File: src/rtl/sclt_pkg.sv
package sclt_pkg;

    typedef enum logic [2:0] {
        ST_IDLE,
        ST_START_SU,
        ST_START_HD,
        ST_PARK,
        ST_LOW,
        ST_WAIT_HI,
        ST_HIGH,
        ST_STOP_SU
    } sclt_state_e;

    typedef enum logic [1:0] {
        CMD_NONE  = 2'd0,
        CMD_START = 2'd1,
        CMD_BIT   = 2'd2,
        CMD_STOP  = 2'd3
    } sclt_cmd_e;

endpackage

File: src/rtl/sclt_cfg.sv
// Shadow copy of the timing inputs, loaded only while disabled, plus the
// automatic derivation of low/setup/data-valid counts from the high count.
module sclt_cfg #(
    parameter int PRE_W = 3,
    parameter int CNT_W = 6
) (
    input  logic             clk,
    input  logic             rst_n,
    input  logic             en,
    input  logic             auto_cfg,
    input  logic [PRE_W-1:0] pre_exp,
    input  logic [CNT_W-1:0] clkhi_cnt,
    input  logic [CNT_W-1:0] clklo_cnt,
    input  logic [CNT_W-1:0] sethold_cnt,
    input  logic [CNT_W-1:0] datavd_cnt,
    output logic [PRE_W-1:0] eff_pre,
    output logic [CNT_W-1:0] eff_hi,
    output logic [CNT_W-1:0] eff_lo,
    output logic [CNT_W-1:0] eff_sh,
    output logic [CNT_W-1:0] eff_dv
);

    localparam logic [CNT_W-1:0] SMALL_LO = CNT_W'(3);
    localparam logic [CNT_W-1:0] SMALL_SH = CNT_W'(2);
    localparam logic [CNT_W-1:0] SMALL_DV = CNT_W'(1);
    localparam logic [CNT_W-1:0] TWO      = CNT_W'(2);

    logic             auto_q;
    logic [PRE_W-1:0] pre_q;
    logic [CNT_W-1:0] hi_q, lo_q, sh_q, dv_q;

    always_ff @(posedge clk) begin
        if (!rst_n) begin
            auto_q <= 1'b0;
            pre_q  <= '0;
            hi_q   <= '0;
            lo_q   <= '0;
            sh_q   <= '0;
            dv_q   <= '0;
        end else if (!en) begin
            auto_q <= auto_cfg;
            pre_q  <= pre_exp;
            hi_q   <= clkhi_cnt;
            lo_q   <= clklo_cnt;
            sh_q   <= sethold_cnt;
            dv_q   <= datavd_cnt;
        end
    end

    always_comb begin
        eff_pre = pre_q;
        eff_hi  = hi_q;
        eff_lo  = lo_q;
        eff_sh  = sh_q;
        eff_dv  = dv_q;
        if (auto_q) begin
            if (hi_q < TWO) begin
                eff_lo = SMALL_LO;
                eff_sh = SMALL_SH;
                eff_dv = SMALL_DV;
            end else begin
                eff_lo = {hi_q[CNT_W-2:0], 1'b0};
                eff_sh = hi_q;
                eff_dv = {1'b0, hi_q[CNT_W-1:1]};
            end
        end
    end

endmodule

File: src/rtl/sclt_tick.sv
// Power-of-two prescaler; restarts at each phase boundary so a phase of
// N ticks lasts exactly N * 2^p functional cycles.
module sclt_tick #(
    parameter int PRE_W = 3
) (
    input  logic             clk,
    input  logic             rst_n,
    input  logic             restart,
    input  logic [PRE_W-1:0] pre_exp,
    output logic             tick
);

    localparam int DIV_W = (1 << PRE_W) - 1;

    logic [DIV_W-1:0] pcnt;
    logic [DIV_W-1:0] limit;

    generate
        for (genvar g = 0; g < DIV_W; g++) begin : g_mask
            assign limit[g] = (pre_exp > PRE_W'(g));
        end
    endgenerate

    assign tick = (pcnt == limit);

    always_ff @(posedge clk) begin
        if (!rst_n) begin
            pcnt <= '0;
        end else if (restart || tick) begin
            pcnt <= '0;
        end else begin
            pcnt <= pcnt + DIV_W'(1);
        end
    end

endmodule

File: src/rtl/sclt_phase.sv
// Counts prescaled ticks since the current phase began.
module sclt_phase #(
    parameter int CNT_W = 6
) (
    input  logic             clk,
    input  logic             rst_n,
    input  logic             restart,
    input  logic             tick,
    output logic [CNT_W-1:0] cnt
);

    always_ff @(posedge clk) begin
        if (!rst_n) begin
            cnt <= '0;
        end else if (restart) begin
            cnt <= '0;
        end else if (tick) begin
            cnt <= cnt + CNT_W'(1);
        end
    end

endmodule

File: src/rtl/i2c_scl_timer.sv
module i2c_scl_timer
    import sclt_pkg::*;
#(
    parameter int PRE_W = 3,
    parameter int CNT_W = 6
) (
    input  logic             clk,
    input  logic             rst_n,
    input  logic             en,
    input  logic             auto_cfg,
    input  logic [PRE_W-1:0] pre_exp,
    input  logic [CNT_W-1:0] clkhi_cnt,
    input  logic [CNT_W-1:0] clklo_cnt,
    input  logic [CNT_W-1:0] sethold_cnt,
    input  logic [CNT_W-1:0] datavd_cnt,
    input  logic             cmd_valid,
    input  logic [1:0]       cmd_code,
    output logic             cmd_ready,
    input  logic             scl_in,
    output logic             scl_o,
    output logic             start_stb,
    output logic             stop_stb,
    output logic             drive_stb,
    output logic             sample_stb
);

    sclt_state_e      state_q, state_d;
    sclt_cmd_e        cmd_e;
    logic [PRE_W-1:0] eff_pre;
    logic [CNT_W-1:0] eff_hi, eff_lo, eff_sh, eff_dv;
    logic [CNT_W-1:0] ph_cnt, ph_lim;
    logic             tick, last, restart;
    logic             scl_seen;
    logic             op_stop_q;
    logic             want_start, want_bit;

    sclt_cfg #(.PRE_W(PRE_W), .CNT_W(CNT_W)) u_cfg (
        .clk        (clk),
        .rst_n      (rst_n),
        .en         (en),
        .auto_cfg   (auto_cfg),
        .pre_exp    (pre_exp),
        .clkhi_cnt  (clkhi_cnt),
        .clklo_cnt  (clklo_cnt),
        .sethold_cnt(sethold_cnt),
        .datavd_cnt (datavd_cnt),
        .eff_pre    (eff_pre),
        .eff_hi     (eff_hi),
        .eff_lo     (eff_lo),
        .eff_sh     (eff_sh),
        .eff_dv     (eff_dv)
    );

    sclt_tick #(.PRE_W(PRE_W)) u_tick (
        .clk    (clk),
        .rst_n  (rst_n),
        .restart(restart),
        .pre_exp(eff_pre),
        .tick   (tick)
    );

    sclt_phase #(.CNT_W(CNT_W)) u_phase (
        .clk    (clk),
        .rst_n  (rst_n),
        .restart(restart),
        .tick   (tick),
        .cnt    (ph_cnt)
    );

    assign cmd_e      = sclt_cmd_e'(cmd_code);
    assign want_start = cmd_valid && (cmd_e == CMD_START);
    assign want_bit   = cmd_valid && ((cmd_e == CMD_BIT) || (cmd_e == CMD_STOP));

    // tick limit of the phase being timed
    always_comb begin
        unique case (state_q)
            ST_START_SU, ST_START_HD, ST_STOP_SU: ph_lim = eff_sh;
            ST_LOW:                               ph_lim = eff_lo;
            ST_HIGH:                              ph_lim = eff_hi;
            default:                              ph_lim = '0;
        endcase
    end

    assign last      = tick && (ph_cnt == ph_lim);
    assign cmd_ready = en && ((state_q == ST_IDLE) || (state_q == ST_PARK) ||
                              ((state_q == ST_HIGH) && last));

    // next state
    always_comb begin
        state_d = state_q;
        unique case (state_q)
            ST_IDLE:     if (want_start) state_d = ST_START_SU;
            ST_START_SU: if (last)       state_d = ST_START_HD;
            ST_START_HD: if (last)       state_d = ST_PARK;
            ST_PARK:     if (want_bit)   state_d = ST_LOW;
            ST_LOW:      if (last)       state_d = ST_WAIT_HI;
            ST_WAIT_HI:  if (scl_seen)   state_d = op_stop_q ? ST_STOP_SU : ST_HIGH;
            ST_HIGH:     if (last)       state_d = want_bit ? ST_LOW : ST_PARK;
            ST_STOP_SU:  if (last)       state_d = ST_IDLE;
        endcase
        if (!en) begin
            state_d = ST_IDLE;
        end
    end

    assign restart = (state_d != state_q);

    // state register
    always_ff @(posedge clk) begin
        if (!rst_n) begin
            state_q <= ST_IDLE;
        end else begin
            state_q <= state_d;
        end
    end

    // line sampler and latched kind of the running bit cycle
    always_ff @(posedge clk) begin
        if (!rst_n) begin
            scl_seen  <= 1'b0;
            op_stop_q <= 1'b0;
        end else begin
            scl_seen <= scl_in;
            if (cmd_ready && want_bit && (state_q != ST_IDLE)) begin
                op_stop_q <= (cmd_e == CMD_STOP);
            end
        end
    end

    // registered outputs
    always_ff @(posedge clk) begin
        if (!rst_n) begin
            scl_o      <= 1'b1;
            start_stb  <= 1'b0;
            stop_stb   <= 1'b0;
            drive_stb  <= 1'b0;
            sample_stb <= 1'b0;
        end else begin
            scl_o      <= !((state_d == ST_LOW) || (state_d == ST_PARK));
            start_stb  <= (state_q == ST_START_SU) && (state_d == ST_START_HD);
            stop_stb   <= en && (state_q == ST_STOP_SU) && last;
            drive_stb  <= en && (state_q == ST_LOW) && tick && (ph_cnt == eff_dv);
            sample_stb <= (state_q == ST_WAIT_HI) && (state_d == ST_HIGH);
        end
    end

endmodule


File: config.mk
export PLATFORM = sky130hd
export DESIGN_NAME = i2c_scl_timer
export DESIGN_NICKNAME = d
export VERILOG_FILES = /design/src/rtl/sclt_pkg.sv /design/src/rtl/sclt_cfg.sv /design/src/rtl/sclt_tick.sv /design/src/rtl/sclt_phase.sv /design/src/rtl/i2c_scl_timer.sv
export SDC_FILE = /design/constraint.sdc
export NUM_CORES = 1
export LEC_CHECK = 0
export ABC_AREA = 1
export BUFFER_PORTS_ARGS = -buffer_cell sky130_fd_sc_hd__buf_2
export CORE_UTILIZATION = 61
export DETAILED_ROUTE_END_ITERATION = 7
export PLACE_DENSITY = 0.82
export SLEW_MARGIN = 25
export SYNTH_ARGS = -nofsm -noshare
export SYNTH_HDL_FRONTEND = slang
export SYNTH_SLANG_ARGS = --single-unit
File: constraint.sdc
create_clock -name clk -period 3.8 [get_ports clk]
set_input_delay 0 -clock clk [delete_from_list [all_inputs] [get_ports clk]]
set_output_delay 0 -clock clk [all_outputs]
set_load 0.01 [all_outputs]
==> load_flow_metrics.sql, run 1 <==
INSERT INTO impl_metrics (metric_group, metric, value, unit) VALUES
('sta', 'normalized_max_slew_margin', '54.83', '%'),
('finish', 'mostFrequentLayoutCells', 'sky130_fd_sc_hd__nand2_1 (85), sky130_fd_sc_hd__nor2_1 (72), sky130_fd_sc_hd__dfxtp_1 (51)', ''),
('place', 'gp_congestion', '0.9717', ''),
('cts', 'cts_buffers', '5', ''),
('place', 'placement.setup.worst_slack', '1.053', 'ns'),
('pwr', 'power.ir.vdd_worst', '0.2440', 'mV'),
('finish', 'register_area', '1021', 'um^2'),
('floorplanning', 'row_count', '24', ''),
('floorplanning', 'die_height', '69.86', 'um'),
('route', 'wl_per_cell', '13.78', 'um'),
('floorplanning', 'floorplan.io_pins', '41', ''),
('finish', 'multi_input_comb_area', '1540', 'um^2'),
('sta', 'worst_clock_skew', '0.01276', 'ns'),
('route', 'remaining_routing_drc_violations', '0', ''),
('setup_path', 'path_delay_family', 'simple AND/OR/NAND/NOR gates', ''),
('global_routing', 'antenna_found_initial', '0', ''),
('route', 'first_iter_violations', '273', ''),
('setup_path', 'critical_path.slowest_cell', 'sky130_fd_sc_hd__dfxtp_1', ''),
('place', 'post_detail_place_hpwl', '4.917', 'mm'),
('cts', 'root_buffer', 'sky130_fd_sc_hd__clkbuf_8', ''),
('pwr', 'share_comb_of_total_power', '18.1', '%'),
('floorplanning', 'initial_utilization', '64.07', '%'),
('finish', 'num_antenna_cells', '0', ''),
('finish', 'nets', '513', ''),
('min_path', 'hp-class', 'in2reg', ''),
('floorplanning', 'die_width', '69.86', 'um'),
('job', 'drv_cap', '0', ''),
('setup_path', 'rr_endpoint', 'u_tick.pcnt[2]', ''),
('logic_synthesis', 'synth.cell_area', '2809', 'um^2'),
('setup_path', 'cp-start-kind', 'register', ''),
('logic_synthesis', 'yosysSeqAreaShare', '36.35', '%'),
('logic_synthesis', 'yosys_register_bits', '51', ''),
('cts', 'insertion_delay_of_the_later_clocked_pin_in_the_worst_skew_pair', '0.31', 'ns'),
('route', 'final_routed_wirelength_across_all_metal_layers', '7.289', 'mm'),
('setup_path', 'worstRegToRegCells', '20', ''),
('cts', 'cts.reportedPaths.clkPinSlew', '0.09', 'ns'),
('setup_path', 'path_common_cell', 'sky130_fd_sc_hd__nand2_1', ''),
('logic_synthesis', 'synthesis_warnings', '0', ''),
('setup_path', 'cp_slowest_stage_delay', '0.66', 'ns'),
('cts', 'clock-sinks', '51', ''),
('global_routing', 'first_pass_grt_wire_length', '11.94', 'mm'),
('setup_path', 'required', '4.05', 'ns'),
('sta', 'maxSlewViolCount', '0', ''),
('pwr', 'power_switching', '342.6', 'uW'),
('sta', 'grt_setup_unrepaired', 'no', ''),
('pwr', 'fin_total_pwr', '1.209', 'mW'),
('finish', 'synthToLayoutAreaGrowth', '20.18', '%'),
('pwr', 'share_seq_of_total_power', '49.1', '%'),
('setup_path', 'r2r-start', 'u_cfg.auto_q', ''),
('cts', 'htree_num_levels', '2', ''),
('setup_path', 'worstPathMaxFanout', '17', ''),
('logic_synthesis', 'yosysUniqueCellTypes', '33', ''),
('finish', 'post_route_cells_drive_above_1_share', '15.93', '%'),
('logic_synthesis', 'synth_fp_nets', '453', ''),
('finish', 'final_core_utilization', '77.00', '%'),
('cts', 'post-cts-setup-buffers', '0', ''),
('pwr', 'power.density_cell_area', '358.2', 'nW/um^2'),
('pwr', 'power.internal', '866.8', 'uW'),
('finish', 'fillers', '350', ''),
('global_routing', 'grt_remaining_overflow', '0', ''),
('pwr', 'p_leak', '1.583', 'nW'),
('outcome', 'run_status', 'finished clean', ''),
('sta', 'finalCritPeriodShare', '74.84', '%'),
('route', 'vias_per_cell', '5.442', ''),
('global_routing', 'grt_max_degree', '43', ''),
('setup_path', 'worst-path-buf-inv', '1', ''),
('setup_path', 'worstSetupStartpoint', 'u_cfg.auto_q', ''),
('cts', 'holdBufCountCts', '27', ''),
('logic_synthesis', 'syn_avg_cell_area', '6.752', 'um^2'),
('place', 'place.port_buffers', '40', ''),
('sta', 'setup-tns-final', '0', 'ns');
## worst min-delay path by stage
stage,startpoint,to,slack [ns],depth (start not counted)
CTS,clkhi_cnt[1],u_cfg.eff_hi[1],0.008,3
floorplan,scl_in,scl_seen,0.1,2
global placement,scl_in,scl_seen,0.18,3
global route,clklo_cnt[4],u_cfg.lo_q[4],0.05,3
detailed placement,scl_in,scl_seen,0.19,3
finish,clkhi_cnt[1],u_cfg.eff_hi[1],0.004,3
## metrics by stage
step	hold slack (ns)	cells	cell area [um^2]
final	0.004370	529	3376
after floorplan	0.09763	416	2809
after global routing	0.05328	529	3376
after detailed placement	0.1905	494	2988
after global placement	0.1844	494	2988
after CTS	0.007656	529	3376
## worst register-to-register path: cells and delay by family (launching register included)
kind	cells	cell delay (ns)
flip-flops	1	0.66
AND/OR/NAND/NOR	19	1.94
buffers and inverters	1	0.21
## cells by family (layout without fill, tap and decap cells)
group           count (synthesis)  in the layout  share of synthesized area [%]
fa+ha+maj                       2              2                         0.8907
compound gates                 58             58                          11.31
buf+inv                        57            118                          8.820
simple gates                  231            231                          37.33
flops                          51             51                          36.35
xor+xnor                       17             17                          5.301
## power groups by stage
stage	sequential [mW]	clock [mW]	combinational, mW
3_5_place_dp	0.605	0	0.189
4_1_cts	0.592	0.396	0.214
6_report	0.594	0.397	0.219
2_1_floorplan	0.593	0	0.149
3_3_place_gp	0.604	0	0.184
5_1_grt	0.597	0.419	0.245
## final cells by class
| cell class | instances | share of cell area, % |
|---|---|---|
| tap | 52 | 1.927 |
| clock buffer | 6 | 2.446 |
| timing repair buffer | 67 | 13.94 |
| multi-input combinational | 308 | 45.63 |
| sequential | 51 | 30.24 |
| inverter | 43 | 4.781 |
| clock inverter | 2 | 1.038 |
## state kept, by name, summed over array words and instances, names as in the netlist
name and count:
drive_stb 1, op_stop_q 1, sample_stb 1, scl_o 1
scl_seen 1, start_stb 1, state_q 3, stop_stb 1
u_cfg.auto_q 1, u_cfg.dv_q 6, u_cfg.eff_hi 6, u_cfg.eff_pre 3
u_cfg.lo_q 6, u_cfg.sh_q 6, u_phase.cnt 6, u_tick.pcnt 7
## cell usage after synthesis (all sizes together)
| library cell | number | area (um^2) |
|---|---|---|
| o21a | 2 | 15.01 |
| a31oi | 2 | 12.51 |
| or2 | 2 | 12.52 |
| o2111ai | 1 | 8.760 |
| nand2 | 91 | 361.6 |
| xor2 | 15 | 131.4 |
| nor2 | 84 | 360.3 |
| a21oi | 15 | 75.07 |
| nor4 | 3 | 18.77 |
| nand3b | 1 | 7.510 |
| xnor2 | 2 | 17.52 |
| a21boi | 1 | 7.510 |
| clkbuf | 9 | 33.78 |
| o21ai | 36 | 191.4 |
| buf | 5 | 52.55 |
| o21bai | 1 | 7.510 |
| nor3 | 7 | 35.03 |
| nand3 | 31 | 177.7 |
| inv | 43 | 161.4 |
| nand4 | 9 | 56.30 |
| dfxtp | 51 | 1021 |
| ha | 2 | 25.02 |
| and3 | 3 | 18.77 |
## routing by layer
| layer | global-route usage [%] | vias up | wire length, um |
|---|---|---|---|
| li1 | - | 1458 | - |
| met1 | 39.30 | 1270 | 3079 |
| met2 | 53.21 | 134 | 3507 |
| met3 | 5.051 | 17 | 556 |
| met4 | 11.11 | 0 | 145 |
| met5 | 0 | - | 0 |
Power figures use the tool's default switching activity.
==> run 2, diff against run 1 <==
--- a/config.mk
+++ b/config.mk
@@ -7,9 +7,9 @@
 export LEC_CHECK = 0
 export ABC_AREA = 1
 export BUFFER_PORTS_ARGS = -buffer_cell sky130_fd_sc_hd__buf_2
-export CORE_UTILIZATION = 61
+export CORE_UTILIZATION = 57
 export DETAILED_ROUTE_END_ITERATION = 7
-export PLACE_DENSITY = 0.82
+export PLACE_DENSITY = 0.78
 export SLEW_MARGIN = 25
 export SYNTH_ARGS = -nofsm -noshare
 export SYNTH_HDL_FRONTEND = slang
==> constraint.sdc (replaced) <==
create_clock -name clk -period 2.7 [get_ports clk]
set_input_delay 0 -clock clk [delete_from_list [all_inputs] [get_ports clk]]
set_output_delay 0 -clock clk [all_outputs]
set_load 0.01 [all_outputs]
==> load_flow_metrics.sql, run 2 (synthesis gave the netlist of run 1 again) <==
INSERT INTO impl_metrics (metric_group, metric, value, unit) VALUES
('outcome', 'run_status', 'finished clean', ''),
('setup_path', 'worst_setup_path_end_kind', 'register', ''),
('finish', 'nets', '525', ''),
('global_routing', 'first_pass_grt_wire_length', '11.47', 'mm'),
('finish', 'num_antenna_cells', '0', ''),
('cts', 'cts.reportedPaths.clkPinSlew', '0.09', 'ns'),
('min_path', 'hp-class', 'in2reg', ''),
('finish', 'mostFrequentLayoutCells', 'sky130_fd_sc_hd__nand2_1 (77), sky130_fd_sc_hd__nor2_1 (63), sky130_fd_sc_hd__dfxtp_1 (45)', ''),
('floorplanning', 'die_height', '72.20', 'um'),
('finish', 'post-route-cell-area', '3612', 'um^2'),
('floorplanning', 'row_count', '25', ''),
('pwr', 'p_leak', '1.652', 'nW'),
('setup_path', 'worstPathMaxFanout', '7', ''),
('floorplanning', 'core_ar', '4723', 'um^2'),
('finish', 'instances_no_fill', '556', ''),
('global_routing', 'grt_max_degree', '42', ''),
('cts', 'root_buffer', 'sky130_fd_sc_hd__clkbuf_8', ''),
('floorplanning', 'die_width', '72.20', 'um'),
('cts', 'clock_path_buffers', '2', ''),
('sta', 'maxSlewViolCount', '0', ''),
('sta', 'finalCritPeriodShare', '93.64', '%'),
('route', 'remaining_routing_drc_violations', '0', ''),
('cts', 'insertion_delay_of_the_later_clocked_pin_in_the_worst_skew_pair', '0.31', 'ns'),
('pwr', 'power.ir.vdd_worst', '0.3407', 'mV'),
('sta', 'postLayoutSetupSlackWorst', '0.1718', 'ns'),
('route', 'route.antenna.remaining_nets', '0', ''),
('sta', 'hold_ws', '0.06897', 'ns'),
('floorplanning', 'initial_utilization', '59.47', '%'),
('place', 'dpl_cell_area', '3022', 'um^2'),
('cts', 'cts_tree', 'yes', ''),
('place', 'place.port_buffers', '40', ''),
('setup_path', 'required', '2.96', 'ns'),
('setup_path', 'worst-endpoint-arrival', '2.79', 'ns'),
('route', 'final_routed_wirelength_across_all_metal_layers', '7.507', 'mm'),
('global_routing', 'grt_pass1_vias', '2606', ''),
('setup_path', 'critical_path_class', 'reg2reg', ''),
('global_routing', 'grt_use_total', '28.46', '%'),
('floorplanning', 'dieArea', '5213', 'um^2'),
('finish', 'largest_register_ff_count', '7', ''),
('cts', 'cts_buffers', '5', ''),
('route', 'vias', '2910', ''),
('floorplanning', 'floorplan.io_pins', '41', ''),
('sta', 'hold_viol_final', '0', ''),
('job', 'drv_cap', '0', ''),
('cts', 'clock-sinks', '51', ''),
('place', 'post_detail_place_hpwl', '4.843', 'mm'),
('setup_path', 'cp-start-kind', 'register', ''),
('route', 'wl_per_cell', '13.50', 'um'),
('finish', 'fillers', '369', ''),
('finish', 'top_register', 'u_tick.pcnt', ''),
('sta', 'max_slew.worst_pin.slew', '0.6715', 'ns'),
('place', 'gp_congestion', '0.9723', ''),
('place', 'placed_cells', '511', ''),
('finish', 'synthToLayoutAreaGrowth', '28.60', '%'),
('global_routing', 'grt_remaining_overflow', '0', ''),
('pwr', 'power.density_cell_area', '447.3', 'nW/um^2'),
('sta', 'setup-violations-final', '0', ''),
('sta', 'normalized_max_slew_margin', '55.19', '%'),
('global_routing', 'antenna_found_initial', '0', ''),
('cts', 'htree_num_levels', '2', ''),
('sta', 'worst_clock_skew', '0.007517', 'ns'),
('sta', 'final_period_minus_worst_setup_slack', '2.528', 'ns'),
('sta', 'max_clock_freq', '395.5', 'MHz'),
('finish', 'commonest_non_fill_non_tap_cell_in_the_layout', 'sky130_fd_sc_hd__nand2_1', ''),
('route', 'first_pass_iters', '5', ''),
('route', 'vias_per_cell', '5.234', ''),
('place', 'placement.setup.worst_slack', '-0.06256', 'ns'),
('finish', 'post_route_cells_drive_above_1_share', '23.93', '%'),
('route', 'first_iter_violations', '232', '');
[run 2: cell types whose count changed in the layout (fill, tap and decap cells not counted), moves of 5 or more]
cell and change:
sky130_fd_sc_hd__nand2_2 +7, sky130_fd_sc_hd__nand3_1 -6, sky130_fd_sc_hd__nor2_2 +5, sky130_fd_sc_hd__dfxtp_1 -6, sky130_fd_sc_hd__dfxtp_4 +5, sky130_fd_sc_hd__buf_4 +9
sky130_fd_sc_hd__nand2_1 -8, sky130_fd_sc_hd__nor2_1 -9
[run 2: repair_timing]
action	CTS	global route
hold endpoints to repair	29	0
gates cloned	0	0
buffers inserted	0	8
hold buffers	29	0
gates resized for setup	1	51
pin swaps	0	15
endpoints found under the setup margin	14	16
[run 2: cell type report]
cell class	count	area [um^2]	area share, %
Clock buffer	5	68.82	1.905
Clock inverter	3	15.01	0.4157
Inverter	43	168.9	4.676
Multi-Input combinational cell	308	1657	45.86
Sequential cell	51	1041	28.82
Tap cell	67	83.83	2.321
Timing Repair Buffer	79	578.1	16.00
[run 2: report_power, final]
| group | internal, mW | switching [mW] |
|---|---|---|
| sequential | 0.791 | 0.0422 |
| clock | 0.178 | 0.258 |
| combinational | 0.151 | 0.196 |
[run 2: metal layers]
layer  track usage (%)  part of all wire [%]  wire [um]  vias to the layer above
li1                  -                     -          -                     1473
met1             36.13                    43       3251                     1293
met2             47.56                    48       3567                      121
met3             5.139                   6.0        449                       23
met4             11.98                   3.2        238                        0
met5                 0                     0          0                        -
[run 2: path summary, 6_finish.rpt]
check                   endpoint  slack (ns)  startpoint  cells past startpoint
setup / recovery  u_tick.pcnt[2]        0.17  state_q[1]                     19
hold / removal        state_q[2]        0.07       rst_n                      3
setup reg to reg  u_tick.pcnt[2]        0.17  state_q[1]                     19
hold reg to reg        op_stop_q        0.47   op_stop_q                      2
[run 2: metrics by stage]
step / total power [mW] / util, % / setup TNS (ns)
final: 1.616 / 76.48 / 0
after detailed placement: 1.119 / 63.97 / -0.3444
after floorplan: 1.045 / - / 0
after global placement: 1.113 / 63.97 / 0
after CTS: 1.575 / 71.92 / 0
after global routing: 1.695 / 76.48 / -0.06587
[run 2: worst max-delay path, stage by stage, from the launching register on]
cell and delay, ns:
sky130_fd_sc_hd__dfxtp_4 0.39, sky130_fd_sc_hd__nor2_1 0.16, sky130_fd_sc_hd__nand2_2 0.13, sky130_fd_sc_hd__nor2_1 0.14
sky130_fd_sc_hd__nor2_1 0.07, sky130_fd_sc_hd__nand3_1 0.09, sky130_fd_sc_hd__nand2_1 0.07, sky130_fd_sc_hd__nor2_2 0.10
sky130_fd_sc_hd__nand2_2 0.07, sky130_fd_sc_hd__nor2_4 0.17, sky130_fd_sc_hd__nand2_4 0.09, sky130_fd_sc_hd__nand2_1 0.07
sky130_fd_sc_hd__nand2_1 0.07, sky130_fd_sc_hd__nand2_2 0.10, sky130_fd_sc_hd__o21ai_4 0.08, sky130_fd_sc_hd__nand2_1 0.10
sky130_fd_sc_hd__nand2_2 0.07, sky130_fd_sc_hd__nor2_4 0.19, sky130_fd_sc_hd__nand3_4 0.19, sky130_fd_sc_hd__nor2_2 0.13
